### config.mk
export PLATFORM = sky130hd
export DESIGN_NAME = dout_card_ctrl
export DESIGN_NICKNAME = d
export VERILOG_FILES = /design/src/rtl/dout_card_pkg.sv /design/src/rtl/dcc_serial_front.sv /design/src/rtl/dcc_chan_guard.sv /design/src/rtl/dout_card_ctrl.sv
export SDC_FILE = /design/constraint.sdc
export NUM_CORES = 1
export LEC_CHECK = 0
export BUFFER_PORTS_ARGS = -buffer_cell sky130_fd_sc_hd__buf_4
export CELL_PAD_IN_SITES_DETAIL_PLACEMENT = 0
export CELL_PAD_IN_SITES_GLOBAL_PLACEMENT = 1
export CORE_MARGIN = 5
export CORE_UTILIZATION = 45
export DETAILED_ROUTE_END_ITERATION = 7
export HOLD_SLACK_MARGIN = 0.12
export PLACE_DENSITY = 0.84
export SKIP_CTS_REPAIR_TIMING = 1
export SLEW_MARGIN = 30
export SYNTH_ARGS = -nofsm -noshare
export SYNTH_HDL_FRONTEND = slang
export SYNTH_SLANG_ARGS = --single-unit
### constraint.sdc
create_clock -name clk -period 3.95 [get_ports clk]
set_clock_uncertainty 0.05 [all_clocks]
set_input_delay 0.9875 -clock clk [delete_from_list [all_inputs] [get_ports clk]]
set_output_delay 0.9875 -clock clk [all_outputs]
set_load 0.005 [all_outputs]
### src/rtl/dout_card_pkg.sv
package dout_card_pkg;
  typedef enum logic {
    GUARD_RUN  = 1'b0,
    GUARD_WAIT = 1'b1
  } guard_state_e;
endpackage

### src/rtl/dcc_serial_front.sv
module dcc_serial_front #(
  parameter int FRAME_W     = 24,
  parameter int SYNC_STAGES = 2
) (
  input  logic               clk,
  input  logic               rst_n,
  input  logic               clr,
  input  logic               ser_clk,
  input  logic               ser_din,
  input  logic               latch_n,
  output logic [FRAME_W-1:0] frame,
  output logic               ser_dout
);
  logic [SYNC_STAGES-1:0] sck_sync, din_sync, lat_sync;
  logic                   sck_last, lat_last;
  logic                   sck_rise, lat_rise;
  logic [FRAME_W-1:0]     shift_q, shift_d;
  logic [FRAME_W-1:0]     frame_q, frame_d;

  // synchronisers and edge history
  always_ff @(posedge clk or negedge rst_n) begin
    if (!rst_n) begin
      sck_sync <= '0;
      din_sync <= '0;
      lat_sync <= '1;
      sck_last <= 1'b0;
      lat_last <= 1'b1;
    end else begin
      sck_sync <= {sck_sync[SYNC_STAGES-2:0], ser_clk};
      din_sync <= {din_sync[SYNC_STAGES-2:0], ser_din};
      lat_sync <= {lat_sync[SYNC_STAGES-2:0], latch_n};
      sck_last <= sck_sync[SYNC_STAGES-1];
      lat_last <= lat_sync[SYNC_STAGES-1];
    end
  end

  assign sck_rise = sck_sync[SYNC_STAGES-1] & ~sck_last;
  assign lat_rise = lat_sync[SYNC_STAGES-1] & ~lat_last;

  always_comb begin
    shift_d = shift_q;
    frame_d = frame_q;
    if (clr) begin
      shift_d = '0;
      frame_d = '0;
    end else begin
      if (sck_rise) shift_d = {shift_q[FRAME_W-2:0], din_sync[SYNC_STAGES-1]};
      if (lat_rise) frame_d = shift_q;
    end
  end

  always_ff @(posedge clk or negedge rst_n) begin
    if (!rst_n) begin
      shift_q <= '0;
      frame_q <= '0;
    end else begin
      shift_q <= shift_d;
      frame_q <= frame_d;
    end
  end

  assign frame    = frame_q;
  assign ser_dout = shift_q[FRAME_W-1];

  // outputs change only on a latch edge or a clear
  assert_hold_between_latch_R4: assert property (@(posedge clk) disable iff (!rst_n)
    (!lat_rise && !clr) |=> $stable(frame_q));

  // a shift edge moves the old top-1 bit to the data-out position
  assert_shift_chain_R3: assert property (@(posedge clk) disable iff (!rst_n)
    (sck_rise && !clr) |=> (ser_dout == $past(shift_q[FRAME_W-2])));
endmodule

### src/rtl/dcc_chan_guard.sv
module dcc_chan_guard
  import dout_card_pkg::*;
#(
  parameter int RETRY_CYCLES = 60000
) (
  input  logic clk,
  input  logic rst_n,
  input  logic clr,
  input  logic cmd_on,
  input  logic ovc,
  output logic tripped
);
  localparam int CNT_W = $clog2(RETRY_CYCLES + 1);
  localparam logic [CNT_W-1:0] RELOAD = CNT_W'(RETRY_CYCLES - 1);

  guard_state_e     state_q, state_d;
  logic [CNT_W-1:0] cnt_q, cnt_d;
  logic             cnt_en;

  always_comb begin
    state_d = state_q;
    cnt_d   = cnt_q;
    cnt_en  = 1'b0;
    if (clr) begin
      state_d = GUARD_RUN;
      cnt_d   = '0;
      cnt_en  = 1'b1;
    end else begin
      case (state_q)
        GUARD_RUN: if (cmd_on && ovc) begin
          state_d = GUARD_WAIT;
          cnt_d   = RELOAD;
          cnt_en  = 1'b1;
        end
        GUARD_WAIT: begin
          cnt_en = 1'b1;
          if (cnt_q != '0) begin
            cnt_d = cnt_q - 1'b1;
          end else if (ovc) begin
            cnt_d = RELOAD;
          end else begin
            state_d = GUARD_RUN;
          end
        end
        default: state_d = GUARD_RUN;
      endcase
    end
  end

  always_ff @(posedge clk or negedge rst_n) begin
    if (!rst_n) begin
      state_q <= GUARD_RUN;
      cnt_q   <= '0;
    end else begin
      state_q <= state_d;
      if (cnt_en) cnt_q <= cnt_d;
    end
  end

  assign tripped = (state_q == GUARD_WAIT);

  // an overcurrent on an enabled, running channel trips it
  assert_trip_on_ovc_R5: assert property (@(posedge clk) disable iff (!rst_n)
    (!tripped && cmd_on && ovc && !clr) |=> tripped);

  // expiry with the flag gone releases the channel
  assert_retry_release_R6: assert property (@(posedge clk) disable iff (!rst_n)
    (tripped && cnt_q == '0 && !ovc && !clr) |=> !tripped);

  // expiry with the flag still present keeps it tripped
  assert_retry_restart_R6: assert property (@(posedge clk) disable iff (!rst_n)
    (tripped && ovc && !clr) |=> tripped);
endmodule

### src/rtl/dout_card_ctrl.sv
module dout_card_ctrl #(
  parameter int NUM_CH       = 8,
  parameter int GROUP_CH     = 4,
  parameter int RETRY_CYCLES = 60000
) (
  input  logic              clk,
  input  logic              rst_n,
  input  logic              card_rst,
  input  logic              ser_clk,
  input  logic              ser_din,
  input  logic              latch_n,
  output logic              ser_dout,
  input  logic [NUM_CH-1:0] ovc_flag,
  input  logic              hot_flag,
  output logic [NUM_CH-1:0] out_en,
  output logic [NUM_CH-1:0] led_red,
  output logic [NUM_CH-1:0] led_org,
  output logic              fault_n
);
  localparam int FRAME_W    = 3 * NUM_CH;
  localparam int NUM_GROUPS = NUM_CH / GROUP_CH;

  logic [FRAME_W-1:0]    frame;
  logic [NUM_CH-1:0]     cmd, tripped;
  logic [NUM_GROUPS-1:0] grp_fault;

  dcc_serial_front #(.FRAME_W(FRAME_W), .SYNC_STAGES(2)) u_front (
    .clk(clk), .rst_n(rst_n), .clr(card_rst),
    .ser_clk(ser_clk), .ser_din(ser_din), .latch_n(latch_n),
    .frame(frame), .ser_dout(ser_dout)
  );

  assign cmd = frame[FRAME_W-1 -: NUM_CH];

  for (genvar k = 0; k < NUM_CH; k++) begin : g_ch
    dcc_chan_guard #(.RETRY_CYCLES(RETRY_CYCLES)) u_guard (
      .clk(clk), .rst_n(rst_n), .clr(card_rst),
      .cmd_on(cmd[k]), .ovc(ovc_flag[k]), .tripped(tripped[k])
    );
    assign led_red[k] = frame[2*k+1];
    assign led_org[k] = frame[2*k];
    assign out_en[k]  = cmd[k] & ~tripped[k] & ~hot_flag;
  end

  for (genvar g = 0; g < NUM_GROUPS; g++) begin : g_grp
    assign grp_fault[g] = (|tripped[g*GROUP_CH +: GROUP_CH]) | hot_flag;
  end

  assign fault_n = ~(|grp_fault);

  // over-temperature forces every output off and flags a fault
  assert_hot_all_off_R7: assert property (@(posedge clk) disable iff (!rst_n)
    hot_flag |-> (out_en == '0 && !fault_n));

  // a card reset leaves outputs and LEDs cleared
  assert_card_reset_clears_R8: assert property (@(posedge clk) disable iff (!rst_n)
    card_rst |=> (out_en == '0 && led_red == '0 && led_org == '0));

  // fault line is released only when no channel is tripped
  assert_fault_merge_R9: assert property (@(posedge clk) disable iff (!rst_n)
    fault_n |-> (tripped == '0));
endmodule

Word level (Yosys, flattened, before mapping)
Cells that the tools add are included.

storage, ports and cells
  flip-flop bits (word level) = 192
  output and inout bits = 26

cells by class
  $add $sub $neg = 8
  equality and inequality tests = 16
  mux-type cells = 100
  bitwise gates (word level) = 32
  reductions and logical operators = 29

operators with widths
  operator                                            number
  2-to-1 mux 16 bit                                   32
  one-hot mux 16 bit (2 select lines)                 8
  nonzero test 16 bit                                 8
  subtractor 16 x 1 -> 16 bit, second input constant  8
  2-to-1 mux 24 bit                                   4
  2-to-1 mux 1 bit                                    40
  != test 4 bit, second input constant                8
  one-hot mux 1 bit (2 select lines)                  16
  != test 3 x 2 -> 1 bit, second input constant       8
  AND reduction 3 bit                                 8
  bitwise AND 1 bit                                   18
  inverter 1 bit                                      12
  logical AND 1 bit                                   8
  OR reduction 4 bit                                  2
  nonzero test 2 bit                                  2
  OR 1 bit                                            2
  OR reduction 2 bit                                  1

Logic depth before layout (Yosys ltp)
  depth in word-level cells = 5
  gate-level depth with buffers = 9
  mapped depth without buffers = 7

By module
Synthesis repeated with hierarchy kept, for this count alone.

second synthesis, totals
  cells, all modules = 1057
  area total of the unflattened synthesis = 10689.0 µm²

by module, submodules not included
  module                                instances  cells an instance  area each (µm²)  sequential area each (µm²)
  dcc_chan_guard (g_ch[0].u_guard ...)  5          109                1029.7           425.4
  dcc_serial_front                      1          167                2324.7           1405.1
  dcc_chan_guard (g_ch[5].u_guard ...)  2          111                1044.8           425.4
  dcc_chan_guard (g_ch[7].u_guard)      1          111                1024.7           425.4
  dout_card_ctrl                        1          12                 101.3            0.0

Least setup slack after synthesis
OpenSTA, ideal clock, no wires.

  path type = in2out
  start point = input port hot_flag
  end point = output port fault_n
  arrival = 1520 ps
  path slack = 1393 ps
  stages = 4
  path buffers = 1
  cell sequence = buf_1 -> nor2_1 -> nand2_1 -> nor4_1

on the way
  longest elaborated chain between the ends = 3
  elaborated cells between the ends (all ways) = 4
  those cells by class = 3 x bitwise; 1 x reduce/logical

RTL lines
  element                 line                  RTL
  start, declared         dout_card_ctrl.sv:14  input logic hot_flag,
  OR 1 bit                dout_card_ctrl.sv:46  assign grp_fault[g] = (|tripped[g*GROUP_CH +: GROUP_CH]) | hot_flag;
  OR reduction 2 bit (*)  dout_card_ctrl.sv:49  assign fault_n = ~(|grp_fault);
  inverter 1 bit (*)      dout_card_ctrl.sv:49
  end, declared           dout_card_ctrl.sv:18  output logic fault_n

Every way passes the cells marked *; elsewhere a longest branch is shown, timed or not.

Worst setup path after layout
  start point = register g_ch[1].u_guard.cnt_q[0]
  end point = register g_ch[1].u_guard.cnt_q[2]

on the way
  longest elaborated chain between the ends = 4
  elaborated cells between the ends (all ways) = 7
  those cells by class = 1 x add/sub; 1 x eq/ne; 3 x mux; 2 x reduce/logical

RTL lines
  element                                                             line                                        RTL
  start, declared                                                     dcc_chan_guard.sv:17                        logic [CNT_W-1:0] cnt_q, cnt_d;
  start signal, assigned                                              dcc_chan_guard.sv:56                        if (cnt_en) cnt_q <= cnt_d;
  subtractor 16 x 1 -> 16 bit or nonzero test 16 bit (tied branches)  dcc_chan_guard.sv:38, dcc_chan_guard.sv:37
  2-to-1 mux 16 bit                                                   dcc_chan_guard.sv:37                        if (cnt_q != '0) begin
  one-hot mux 16 bit (2 select lines)                                 dcc_chan_guard.sv:29                        case (state_q)
  2-to-1 mux 16 bit                                                   dcc_chan_guard.sv:24                        if (clr) begin

Several ways; a longest one is shown, not always the timed one.
A chain may end at the register's enable or synchronous reset.

==> reports/results.ini <==
[placed_design]
port_buffers = 40
finalWeightedCongestion = 0.785
pre_cts_ws_ns = 0.982
postPlaceCellArea_sq_um = 10700
dpl.hpwl_mm = 15.3

[floorplanning]
die_w_microns = 161
dieArea_sq_um = 25800
start_util = 0.454
die_h_microns = 161
core-area_sq_um = 22500
ios = 41
num_rows = 55

[setup_path]
cp_data_arrival_time_ns = 3.13
cp_max_fo = 17
startpoint_type = register
required_ns = 4.19
end_kind = register
path_class = register to register

[sta]
setup_ws_ns = 1.06
tightest_slew_ns = 0.913
rsz0062_at_grt = false
hold_viol = 0
setup_viol = 0
fin_crit_ns = 2.89
final-max-slew-violation-count = 0
fin_tns_setup_ns = 0
slew_headroom = 0.391
fmax_mhz = 346
whs_ns = 0.301
post-route-period-util = 0.732

[detailed_routing]
drc = 0
via_per_inst = 5.98
first_pass_iters = 6
vias = 8596
antenna_left = 0
drtIter0Drc = 535
wire_per_inst_microns = 16.5
wl_mm = 23.8

[clocking]
cts-htree-levels = 4
insertion_delay_ns = 0.43
cts_root_buffer = clkbuf_16
tritoncts = done
clock_sinks = 192
cts.reportedPaths.clkPinSlew_ns = 0.07
clockBufferDepth = 2
cts_made_buffers = 17

[synth]
synthArstFlopShare = 1.00
synth_top_cell_area_share = 0.463
synthCells = 1137
syn_nets = 1168
synth_flop_cell = dfrtp_1
synth_area_sq_um = 10200
synth_top_area_cell = dfrtp_1
ys_types = 73
synth_area_per_cell_sq_um = 8.99
synth_edf_count = 0
synth.ff_latch_count = 192
seq_area_frac_synth = 0.470
yosys-top-cells-area = dfrtp_1 46%, a21oi_1 6.0%, nand2_1 5.5%
synth_warnings = 0

[outcome]
outcome = complete, no violations

[power]
leakagePower_uw = 0.00499
total_power_uw = 3920
ir_drop_uv = 236
p_per_area_nw_per_um2 = 345

[hold_path]
hold_class = register to register

[grt]
first_global_vias = 8313
track_usage = 0.189
grt-ovfl-total = 0
grt_pass1_wl_mm = 41.6
antenna_found_initial = 0
grt_max_degree = 111

[finish]
area_delta_synth_final_pct = 11.1
antenna_cells = 0
drive_gt1_frac = 0.104
stdcell_area_sq_um = 11400
multi_input_area_sq_um = 5000
n_fill_cell = 2091
ff_latch_area_sq_um = 4810
nNetsFinal = 1171

[flow_run]
drv_cap = 0

[state kept, by name, summed over array words and instances, names as in the netlist]
name / cells
g_ch.u_guard.tripped: 8
u_front.shift_q: 24
u_front.sck_last: 1
u_front.sck_sync: 2
u_front.din_sync: 2
u_front.frame: 24
u_front.lat_sync: 2
g_ch.u_guard.cnt_q: 128
u_front.lat_last: 1
[critical path, cell delays in order, from the launching register on]
cell	delay, ns
dfrtp_1	0.40
inv_1	0.12
ha_1	0.15
or4b_2	0.60
o41a_1	0.57
or2_0	0.55
a21oi_1	0.26
a311oi_1	0.07
[layout by cell type, fill, tap and decap left out, drive strengths merged, types with 7 or more instances in the layout]
cell,count
nor3b,14
dfrtp,189
ha,16
a211oi,19
a31oi,24
or4,16
nor3,58
o21a,29
nor4,34
o21ai,48
nor2,68
clkbuf,20
buf,51
o211a,8
inv,42
nand2,152
nand2b,17
and3,9
nand4,8
nor2b,7
a311oi,32
or3,26
a21oi,123
nand3,27
[path summary, 6_finish.rpt]
path	slack (ns)	to	from	depth (start not counted)
max in group asynchronous	2.47	u_front.lat_sync[1]	rst_n	2
hold reg to reg	0.30	u_front.sck_sync[1]	u_front.sck_sync[0]	0
hold / removal	0.30	u_front.sck_sync[1]	u_front.sck_sync[0]	0
setup reg to reg	1.06	g_ch[1].u_guard.cnt_q[2]	g_ch[1].u_guard.cnt_q[0]	7
min in group asynchronous	0.55	g_ch[7].u_guard.cnt_q[2]	rst_n	1
setup / recovery	1.06	g_ch[1].u_guard.cnt_q[2]	g_ch[1].u_guard.cnt_q[0]	7
[cells in the mapped netlist (26+ instances only)]
library cell  count
o21ai_0          45
o21a_1           29
clkbuf_1         52
a21oi_1         122
nand2_1         151
nor4_1           32
a311oi_1         32
nor2_1           67
inv_1            35
nand3_1          27
nor3_1           58
or3_1            26
dfrtp_1         189
[kinds of logic after synthesis]
kind of cell	after synthesis	share of synthesized area
simple gates	467	0.233
mux	7	0.00734
fa+ha+maj	16	0.0196
xor+xnor	9	0.00771
flops	192	0.470
compound gates	342	0.222
buf+inv	104	0.0407
[power by group]
part	internal [uW]	leakage [uW]	switching [uW]	total [uW]
Sequential	1970	0.00266	2.44	1970
Clock	996	0.000307	822	1820
Combinational	29.9	0.00202	97.8	128
Total	3000	0.00499	923	3920
[metal layers]
metal  vias to the layer above  routed length [microns]  track usage
met1                      4217                    11700        0.271
met5                         -                        0            0
met3                        21                      829       0.0362
met4                         0                      299       0.0427
li1                       4226                        -            -
met2                       132                    11000        0.298
[per-stage QoR]
stage / cells / utilization
finish: 1438 / 0.505
global route: 1438 / 0.505
CTS: 1438 / 0.505
detailed placement: 1406 / 0.477
global placement: 1406 / 0.477
floorplan: 1137 / -
[area by class of cell]
class | count | area share
inverters | 36 | 0.0119
well taps | 285 | 0.0314
repair buffers | 52 | 0.0385
clock buffers | 19 | 0.0399
multi-input cells | 841 | 0.440
clock inverters | 13 | 0.0148
flip-flops and latches | 192 | 0.423
(Power assumes the default switching activity.)
